### src/rtl/lcd_strobe_pkg.sv
package lcd_strobe_pkg;

  typedef enum logic [1:0] {
    ST_IDLE   = 2'd0,
    ST_SETUP  = 2'd1,
    ST_STROBE = 2'd2,
    ST_GAP    = 2'd3
  } seq_state_e;

  function automatic int ceil_div(input int num, input int den);
    return (num + den - 1) / den;
  endfunction

  function automatic int max2(input int a, input int b);
    return (a > b) ? a : b;
  endfunction

endpackage

### src/rtl/lcd_phase_timer.sv
module lcd_phase_timer #(
  parameter int W = 8
) (
  input  logic         clk,
  input  logic         rst_n,
  input  logic         load_i,
  input  logic [W-1:0] load_val_i,
  input  logic         dec_i,
  output logic         done_o
);

  logic [W-1:0] cnt_q;
  logic [W-1:0] cnt_d;
  logic         cnt_en;

  always_comb begin
    cnt_en = load_i | dec_i;
    if (load_i) cnt_d = load_val_i;
    else        cnt_d = cnt_q - W'(1);
  end

  always_ff @(posedge clk or negedge rst_n) begin
    if (!rst_n)      cnt_q <= '0;
    else if (cnt_en) cnt_q <= cnt_d;
  end

  assign done_o = (cnt_q == '0);

endmodule

### src/rtl/lcd_seq_fsm.sv
module lcd_seq_fsm
  import lcd_strobe_pkg::*;
#(
  parameter int W      = 8,
  parameter int HIGH_C = 4,
  parameter int GAP_C  = 6
) (
  input  logic         clk,
  input  logic         rst_n,
  input  logic         req_i,
  input  logic         tmr_done_i,
  output logic         accept_o,
  output logic         tmr_load_o,
  output logic [W-1:0] tmr_val_o,
  output logic         tmr_dec_o,
  output logic         capture_o,
  output logic         end_o,
  output logic         en_o,
  output logic         busy_o
);

  localparam logic [W-1:0] HIGH_LD = W'(HIGH_C - 1);
  localparam logic [W-1:0] GAP_LD  = W'(GAP_C - 1);

  seq_state_e state_q, state_d;
  logic       en_q, en_d;

  always_comb begin
    state_d    = state_q;
    accept_o   = 1'b0;
    tmr_load_o = 1'b0;
    tmr_val_o  = '0;
    tmr_dec_o  = 1'b0;
    unique case (state_q)
      ST_IDLE: begin
        if (req_i) begin
          accept_o = 1'b1;
          state_d  = ST_SETUP;
        end
      end
      ST_SETUP: begin
        state_d    = ST_STROBE;
        tmr_load_o = 1'b1;
        tmr_val_o  = HIGH_LD;
      end
      ST_STROBE: begin
        if (tmr_done_i) begin
          state_d    = ST_GAP;
          tmr_load_o = 1'b1;
          tmr_val_o  = GAP_LD;
        end else begin
          tmr_dec_o = 1'b1;
        end
      end
      ST_GAP: begin
        if (tmr_done_i) state_d = ST_IDLE;
        else            tmr_dec_o = 1'b1;
      end
      default: state_d = ST_IDLE;
    endcase
    en_d = (state_d == ST_STROBE);
  end

  always_ff @(posedge clk or negedge rst_n) begin
    if (!rst_n) begin
      state_q <= ST_IDLE;
      en_q    <= 1'b0;
    end else begin
      state_q <= state_d;
      en_q    <= en_d;
    end
  end

  assign capture_o = (state_q == ST_STROBE) && tmr_done_i;
  assign end_o     = (state_q == ST_GAP) && tmr_done_i;
  assign en_o      = en_q;
  assign busy_o    = (state_q != ST_IDLE);

endmodule

### src/rtl/lcd_line_regs.sv
module lcd_line_regs #(
  parameter int DATA_W = 8
) (
  input  logic              clk,
  input  logic              rst_n,
  input  logic              accept_i,
  input  logic              req_we_i,
  input  logic              req_rs_i,
  input  logic [DATA_W-1:0] req_wdata_i,
  input  logic              capture_i,
  input  logic              end_i,
  input  logic [DATA_W-1:0] lcd_rdata_i,
  output logic              lcd_rs_o,
  output logic              lcd_rw_o,
  output logic [DATA_W-1:0] lcd_wdata_o,
  output logic              lcd_doe_o,
  output logic [DATA_W-1:0] rdata_o,
  output logic              rdata_vld_o
);

  logic              rs_q, rw_q, doe_q, doe_d, vld_q, vld_d;
  logic [DATA_W-1:0] wd_q, rd_q;
  logic              rd_en, doe_en;

  always_comb begin
    rd_en  = capture_i & rw_q;
    vld_d  = rd_en;
    doe_en = accept_i | end_i;
    doe_d  = accept_i & req_we_i;
  end

  always_ff @(posedge clk or negedge rst_n) begin
    if (!rst_n) begin
      rs_q <= 1'b0;
      rw_q <= 1'b1;
      wd_q <= '0;
    end else if (accept_i) begin
      rs_q <= req_rs_i;
      rw_q <= ~req_we_i;
      wd_q <= req_wdata_i;
    end
  end

  always_ff @(posedge clk or negedge rst_n) begin
    if (!rst_n)      doe_q <= 1'b0;
    else if (doe_en) doe_q <= doe_d;
  end

  always_ff @(posedge clk or negedge rst_n) begin
    if (!rst_n)     rd_q <= '0;
    else if (rd_en) rd_q <= lcd_rdata_i;
  end

  always_ff @(posedge clk or negedge rst_n) begin
    if (!rst_n) vld_q <= 1'b0;
    else        vld_q <= vld_d;
  end

  assign lcd_rs_o    = rs_q;
  assign lcd_rw_o    = rw_q;
  assign lcd_wdata_o = wd_q;
  assign lcd_doe_o   = doe_q;
  assign rdata_o     = rd_q;
  assign rdata_vld_o = vld_q;

endmodule

### src/rtl/lcd_strobe_bridge.sv
module lcd_strobe_bridge
  import lcd_strobe_pkg::*;
#(
  parameter int DATA_W        = 8,
  parameter int CLK_PERIOD_PS = 5000,
  parameter int EN_HIGH_NS    = 700,
  parameter int EN_LOW_NS     = 700,
  parameter int EN_CYCLE_NS   = 1500
) (
  input  logic              clk,
  input  logic              rst_n,
  input  logic              req_i,
  input  logic              req_we_i,
  input  logic              req_rs_i,
  input  logic [DATA_W-1:0] req_wdata_i,
  output logic              busy_o,
  output logic [DATA_W-1:0] rdata_o,
  output logic              rdata_vld_o,
  output logic              lcd_en_o,
  output logic              lcd_rs_o,
  output logic              lcd_rw_o,
  output logic [DATA_W-1:0] lcd_wdata_o,
  output logic              lcd_doe_o,
  input  logic [DATA_W-1:0] lcd_rdata_i
);

  localparam int HIGH_C = max2(1, ceil_div(EN_HIGH_NS * 1000, CLK_PERIOD_PS));
  localparam int LOW_C  = max2(1, ceil_div(EN_LOW_NS * 1000, CLK_PERIOD_PS));
  localparam int CYC_C  = ceil_div(EN_CYCLE_NS * 1000, CLK_PERIOD_PS);
  localparam int GAP_C  = max2(LOW_C, CYC_C - HIGH_C);
  localparam int TMR_W  = $clog2(max2(HIGH_C, GAP_C) + 1);

  logic             rst_meta_n, rst_sync_n;
  logic             accept, tmr_load, tmr_dec, tmr_done, capture, acc_end;
  logic [TMR_W-1:0] tmr_val;

  always_ff @(posedge clk or negedge rst_n) begin
    if (!rst_n) begin
      rst_meta_n <= 1'b0;
      rst_sync_n <= 1'b0;
    end else begin
      rst_meta_n <= 1'b1;
      rst_sync_n <= rst_meta_n;
    end
  end

  lcd_seq_fsm #(
    .W      (TMR_W),
    .HIGH_C (HIGH_C),
    .GAP_C  (GAP_C)
  ) u_fsm (
    .clk        (clk),
    .rst_n      (rst_sync_n),
    .req_i      (req_i),
    .tmr_done_i (tmr_done),
    .accept_o   (accept),
    .tmr_load_o (tmr_load),
    .tmr_val_o  (tmr_val),
    .tmr_dec_o  (tmr_dec),
    .capture_o  (capture),
    .end_o      (acc_end),
    .en_o       (lcd_en_o),
    .busy_o     (busy_o)
  );

  lcd_phase_timer #(
    .W (TMR_W)
  ) u_timer (
    .clk        (clk),
    .rst_n      (rst_sync_n),
    .load_i     (tmr_load),
    .load_val_i (tmr_val),
    .dec_i      (tmr_dec),
    .done_o     (tmr_done)
  );

  lcd_line_regs #(
    .DATA_W (DATA_W)
  ) u_lines (
    .clk         (clk),
    .rst_n       (rst_sync_n),
    .accept_i    (accept),
    .req_we_i    (req_we_i),
    .req_rs_i    (req_rs_i),
    .req_wdata_i (req_wdata_i),
    .capture_i   (capture),
    .end_i       (acc_end),
    .lcd_rdata_i (lcd_rdata_i),
    .lcd_rs_o    (lcd_rs_o),
    .lcd_rw_o    (lcd_rw_o),
    .lcd_wdata_o (lcd_wdata_o),
    .lcd_doe_o   (lcd_doe_o),
    .rdata_o     (rdata_o),
    .rdata_vld_o (rdata_vld_o)
  );

endmodule

### config.mk
export PLATFORM = sky130hd
export DESIGN_NAME = lcd_strobe_bridge
export DESIGN_NICKNAME = d
export VERILOG_FILES = /design/src/rtl/lcd_strobe_pkg.sv /design/src/rtl/lcd_phase_timer.sv /design/src/rtl/lcd_seq_fsm.sv /design/src/rtl/lcd_line_regs.sv /design/src/rtl/lcd_strobe_bridge.sv
export SDC_FILE = /design/constraint.sdc
export NUM_CORES = 1
export LEC_CHECK = 0
export CAP_MARGIN = 0
export CORE_MARGIN = 1
export CORE_UTILIZATION = 25
export DETAILED_ROUTE_END_ITERATION = 10
export PLACE_DENSITY_LB_ADDON = 0.1
export RECOVER_POWER = 25
export SYNTH_ARGS = -nofsm -noshare
export SYNTH_HDL_FRONTEND = slang
export SYNTH_HIERARCHICAL = 1
export SYNTH_SLANG_ARGS = --single-unit
### constraint.sdc
create_clock -name clk -period 1.76 [get_ports clk]
set_clock_uncertainty 0.2 [all_clocks]
set_input_delay 0.352 -clock clk [delete_from_list [all_inputs] [get_ports clk]]
set_output_delay 0.352 -clock clk [all_outputs]
set_load 0.005 [all_outputs]
## Word-level counts from Yosys, hierarchy flattened

Index checks and enable logic that the tools add are counted.

- Shift operators: 0
- Add/subtract/negate cells: 1
- Reduce and logical (&&, ||, !) cells: 6
- $mul: 0
- Divide/modulo/power cells: 0
- Bitwise gates (word level): 5
- Order comparisons: 0
- Equal/unequal tests: 4
- Muxes and demuxes: 13

Operator list:

| cell | number |
|---|---|
| 8-bit 2-to-1 mux | 2 |
| 8-bit one-hot mux with 2 select lines | 1 |
| 8-bit logical NOT | 1 |
| 2-bit one-hot mux with 4 select lines | 1 |
| 8-bit by 1-bit subtractor with 8-bit output, second input constant | 1 |
| 2-bit == test, second input constant | 3 |
| 2-bit 2-to-1 mux | 3 |
| 1-bit 2-to-1 mux | 5 |
| 1-bit AND | 2 |
| 2-bit by 1-bit == test with 1-bit output, second input constant | 1 |
| 1-bit logical AND | 2 |
| 2-bit logical NOT | 1 |
| 1-bit OR | 2 |
| 1-bit one-hot mux with 2 select lines | 1 |
| 2-bit nonzero test | 1 |
| 2-bit OR reduction | 1 |
| 1-bit inverter | 1 |

- Register bits: 33
- Output and inout bits: 22
- Memories kept: 0
- Word-level logic and storage cells: 40
- Input port bits: 21
- Bits in writable memories: 0
- Bits in latches: 0
- Bits in read-only memories: 0

## Logic depth before layout (Yosys ltp)

- Depth in word-level cells: 4
- Mapped depth: 8
- Depth with buffers taken out: 8

## Cells and area by module

Netlist, hierarchy kept.

By module, submodules not included:

| module | cells an instance | times used | area each (µm²) | seq. area each (µm²) |
|---|---|---|---|---|
| lcd_line_regs | 44 | 1 | 742.0 | 501.7 |
| lcd_phase_timer | 49 | 1 | 460.4 | 200.2 |
| lcd_seq_fsm | 37 | 1 | 331.6 | 75.1 |
| lcd_strobe_bridge | 3 | 1 | 53.8 | 50.0 |

## Worst setup path before layout

OpenSTA, ideal clock, no wires.

- Kind: reg-to-reg
- Start point: register u_timer.cnt_q[2]
- End point: register u_timer.cnt_q[0]
- Period minus slack after synthesis: 2.711 ns
- Arrival: 2.376 ns
- Stages on the path, launching flop included: 7
- Required time: 1.425 ns
- Setup slack: -0.951 ns
- Path buffers: 1
- Library setup time: 0.135 ns
- Cells stage by stage: dfrtp_1 -> or4_4 -> nor4b_1 -> and2_1 -> o21a_1 -> clkbuf_1 -> o21ai_0

- Cells in the longest elaborated chain, start to end: 4
- Elaborated cells on any way between the ends: 9
- Classes of those cells: mux: 7; bitwise: 1; reduce/logical: 1

RTL lines:

| item | RTL line | RTL |
|---|---|---|
| start, declared | lcd_phase_timer.sv:12 | `logic [W-1:0] cnt_q;` |
| start signal, assigned | lcd_phase_timer.sv:24 | `else if (cnt_en) cnt_q <= cnt_d;` |
| 8-bit logical NOT * | lcd_phase_timer.sv:27 | `assign done_o = (cnt_q == '0);` |
| via tmr_done | lcd_strobe_bridge.sv:34 | `logic accept, tmr_load, tmr_dec, tmr_done, capture, acc_end;` |
| 1-bit 2-to-1 mux * | lcd_seq_fsm.sv:47 | `if (tmr_done_i) begin` |
| 1-bit one-hot mux with 2 select lines * | lcd_seq_fsm.sv:34 | `unique case (state_q)` |
| via tmr_load | lcd_strobe_bridge.sv:34 |  |
| 8-bit 2-to-1 mux or 1-bit OR (tied branches) | lcd_phase_timer.sv:18, lcd_phase_timer.sv:17 |  |

Mark *: on every way through the listed nets, which the timed path passes. The rest lies on a longest branch.
A chain may end at the register's enable or synchronous reset.

## Final worst setup path

- Start point: register u_timer.cnt_q[3]
- End point: register u_timer.cnt_q[5]

- Cells in the longest elaborated chain, start to end: 4
- Elaborated cells on any way between the ends: 8
- Classes of those cells: add/sub: 1; mux: 5; bitwise: 1; reduce/logical: 1

RTL lines:

| item | RTL line | RTL |
|---|---|---|
| 8-bit logical NOT | lcd_phase_timer.sv:27 |  |
| via tmr_done | lcd_strobe_bridge.sv:34 |  |
| 1-bit 2-to-1 mux | lcd_seq_fsm.sv:47, lcd_seq_fsm.sv:56 |  |
| 1-bit 2-to-1 mux | - |  |
| via tmr_dec | lcd_strobe_bridge.sv:34 |  |
| 1-bit OR | lcd_phase_timer.sv:17 | `cnt_en = load_i \| dec_i;` |

The timed path passes the listed nets, and every way through them passes these cells.

==> run_results.csv <==
group,metric,value,unit
routing,dr_total_vias,1236,
grt,grt_max_degree,32,
status,status,"finished with violations",
die,initial_core_util,0.263,
cts,cts-root-buf,"clkbuf_8",
worst_setup_path,startpoint_type,"flop",
finish,finish.utilization,0.431,
cts,cts-buffers-inserted,5,
cts,cts_hold_buf,0,
cts,path_clk_slew,0.07,ns
synth,synth.distinct_cells,38,
grt,first_global_vias,1370,
routing,drt_iter0_markers,65,
placement,gp_congestion,0.838,
finish,final_area,2600,um^2
timing,max_freq,442,MHz
worst_setup_path,cp_common_cell,"buf_4",
routing,postRouteWirelength,3790,um
worst_setup_path,critPathRequiredTime,1.74,ns
grt,grt_pass1_wl,6270,um
placement,placed_area,2270,um^2
synth,syn_area_per_cell,11.9,um^2
grt,grt_usage,0.128,
worst_setup_path,path_class,"reg2reg",
synth,synth_edf_count,0,
finish,fillers,568,
timing,tightest_slew,0.780,ns
synth,ys_seq_elements,33,
worst_setup_path,r2r_end,"u_timer/cnt_q[5]",
die,coreArea,6030,um^2
grt,antenna_found_initial,0,
cts,clock_latency,0.28,ns
cts,cts_tree,"yes",
synth,yosysSeqAreaShare,0.521,
finish,syn2layout_area_growth,63.5,%
synth,synth_flop_cell,"dfrtp_1",
worst_setup_path,r2r_setup_slack,-0.50,ns
finish,final_cell_mix,"clkdlybuf4s50_1 (39), dfrtp_1 (31), buf_4 (31), mux2_2 (11), nand2_1 (10)",
worst_setup_path,critPathCaptureType,"flop",
pwr,vdd_drop_max,0.303,mV
timing,hold_violations,0,
finish,nets,240,
finish,stdcell_count,287,
synth,synth_area_leader_cell,"dfrtp_1",
worst_setup_path,r2r_start,"u_timer/cnt_q[3]",
worst_setup_path,rr_worst_depth,8,
pwr,power_density,615,nW/um^2
placement,portBuffers,42,
timing,fin_ws,-0.503,ns
finish,regArea,828,um^2
grt,grt-ovfl-total,0,
worst_setup_path,critPathTopFamily,"simple AND/OR/NAND/NOR gates",
pwr,p_leak,1.15,nW
timing,grt_setup_unrepaired,"true",
die,die_h,81.7,um
routing,wl_per_cell,13.2,um
die,design.die.area,6670,um^2
timing,period_share,1.29,
hold_path,worstHoldPathType,"in2async",
synth,async_reset_ff_frac,1.00,
die,num_io_pins,43,
die,rows,28,
placement,placed_cells,267,
finish,drive_above_1_share,0.415,
cts,cts_buffer_depth,2,
routing,firstDrtPassIters,4,
synth,synth_top_area_share,0.504,
worst_setup_path,cp_num_buf_inv,2,
placement,place_hpwl,2580,um
timing,setup-violations-final,21,
timing,relSlewSlack,0.480,
timing,min_period,2.26,ns
cts,clock-sinks,33,
routing,viasPerCell,4.31,
finish,num_antenna_cells,0,
timing,drv_slew,0,
worst_setup_path,slowest_delay,0.56,ns
worst_setup_path,arrival,2.24,ns
timing,tns,-8.66,ns
pwr,finalPower,1.60,mW
synth,synth.area.top_cells,"dfrtp_1 (50%), mux2_2 (12%), ha_1 (6.3%), buf_4 (3.8%), nand2_1 (2.4%)",
synth,ys_warn_count,6,
routing,post-route-drc-count,0,
synth,synth_area,1590,um^2
run,drv_cap,0,
finish,multi_input_area,787,um^2
worst_setup_path,path_cells,"or4_4 > nor4b_4 > buf_4 > nor2_4 > or3b_4 > buf_4 > o211ai_1 > o311ai_1",
die,die_w,81.7,um
finish,layout_commonest_cell,"clkdlybuf4s50_1",
routing,final_antenna_net_count,0,
status,failed_checks,"setup timing",
cts,htreeDepth,2,
synth,netlist_instances,133,
worst_setup_path,cp_max_fo,5,
worst_setup_path,critPathSlowestCell,"or4_4",
## worst max path at each step
| stage | from | end | slack, ns | cells after the start |
|---|---|---|---|---|
| 3_3_place_gp | u_timer/cnt_q[3] | u_timer/cnt_q[5] | -0.49 | 7 |
| 4_1_cts | u_timer/cnt_q[3] | u_timer/cnt_q[5] | -0.54 | 8 |
| 6_report | u_timer/cnt_q[3] | u_timer/cnt_q[5] | -0.50 | 8 |
| 2_1_floorplan | u_timer/cnt_q[3] | u_timer/cnt_q[5] | -0.51 | 7 |
| 3_5_place_dp | u_timer/cnt_q[3] | u_timer/cnt_q[5] | -0.54 | 7 |
| 5_1_grt | u_timer/cnt_q[3] | u_timer/cnt_q[5] | -0.58 | 8 |
## power by group
group	internal (mW)	switching, mW	total (mW)
registers	0.770	0.00513	0.775
clock network	0.461	0.269	0.731
logic	0.0624	0.0285	0.0909
total	1.29	0.303	1.60
## cell type report
| class | instances | share of cell area |
|---|---|---|
| flip-flops and latches | 33 | 0.319 |
| multi-input cells | 85 | 0.303 |
| repair buffers | 79 | 0.286 |
| well taps | 75 | 0.0361 |
| clock buffers | 7 | 0.0333 |
| clock inverters | 1 | 0.0116 |
| inverters | 7 | 0.0111 |
## cell usage after synthesis, types with 2 or more instances
cell and count:
nor2_1 5, inv_1 7, a31oi_1 2, xnor2_1 2
buf_4 8, conb_1 2, o21ai_0 7, dfrtp_1 32
o211ai_1 2, o21a_1 2, or4_1 2, or3_2 2
and2_1 3, mux2_2 17, nand2_1 10, ha_1 8
## flip-flops by register name, indices dropped and copies added, names as in the netlist, 2 cells and up
register / cells
u_fsm/state_q: 2
u_lines/lcd_wdata_o: 8
u_lines/rdata_o: 8
u_timer/cnt_q: 8
## logic make-up after synthesis
family          Yosys count  synth area share
compound gates           19            0.0804
xor+xnor                  3            0.0166
fa+ha+maj                 8            0.0630
buf+inv                  17            0.0638
flops                    33             0.521
mux                      18             0.127
other cells               2           0.00473
simple gates             33             0.124
## stage by stage
stage	worst slack [ns]	hold slack, ns
2_1_floorplan	-0.511	-0.144
3_3_place_gp	-0.490	0.0769
3_5_place_dp	-0.538	0.0804
4_1_cts	-0.537	0.0252
5_1_grt	-0.580	0.0903
6_report	-0.503	0.105
## per-layer routing
layer  track usage  wire length [um]  share of wire  up-vias
met2         0.222              1920           0.51       31
met1         0.146              1630           0.43      599
met5             0                 0              0        -
li1              -                 -              -      601
met4        0.0474                53          0.014        0
met3        0.0411               189          0.050        5
## repair_timing
action | 4_1_cts | 5_1_grt
pin swaps | 8 | 4
setup buffers | 13 | 0
gates resized for setup | 22 | 11
gates cloned | 2 | 0
setup endpoints to repair | 32 | 31
No activity file was read; power rests on OpenSTA's default activity.
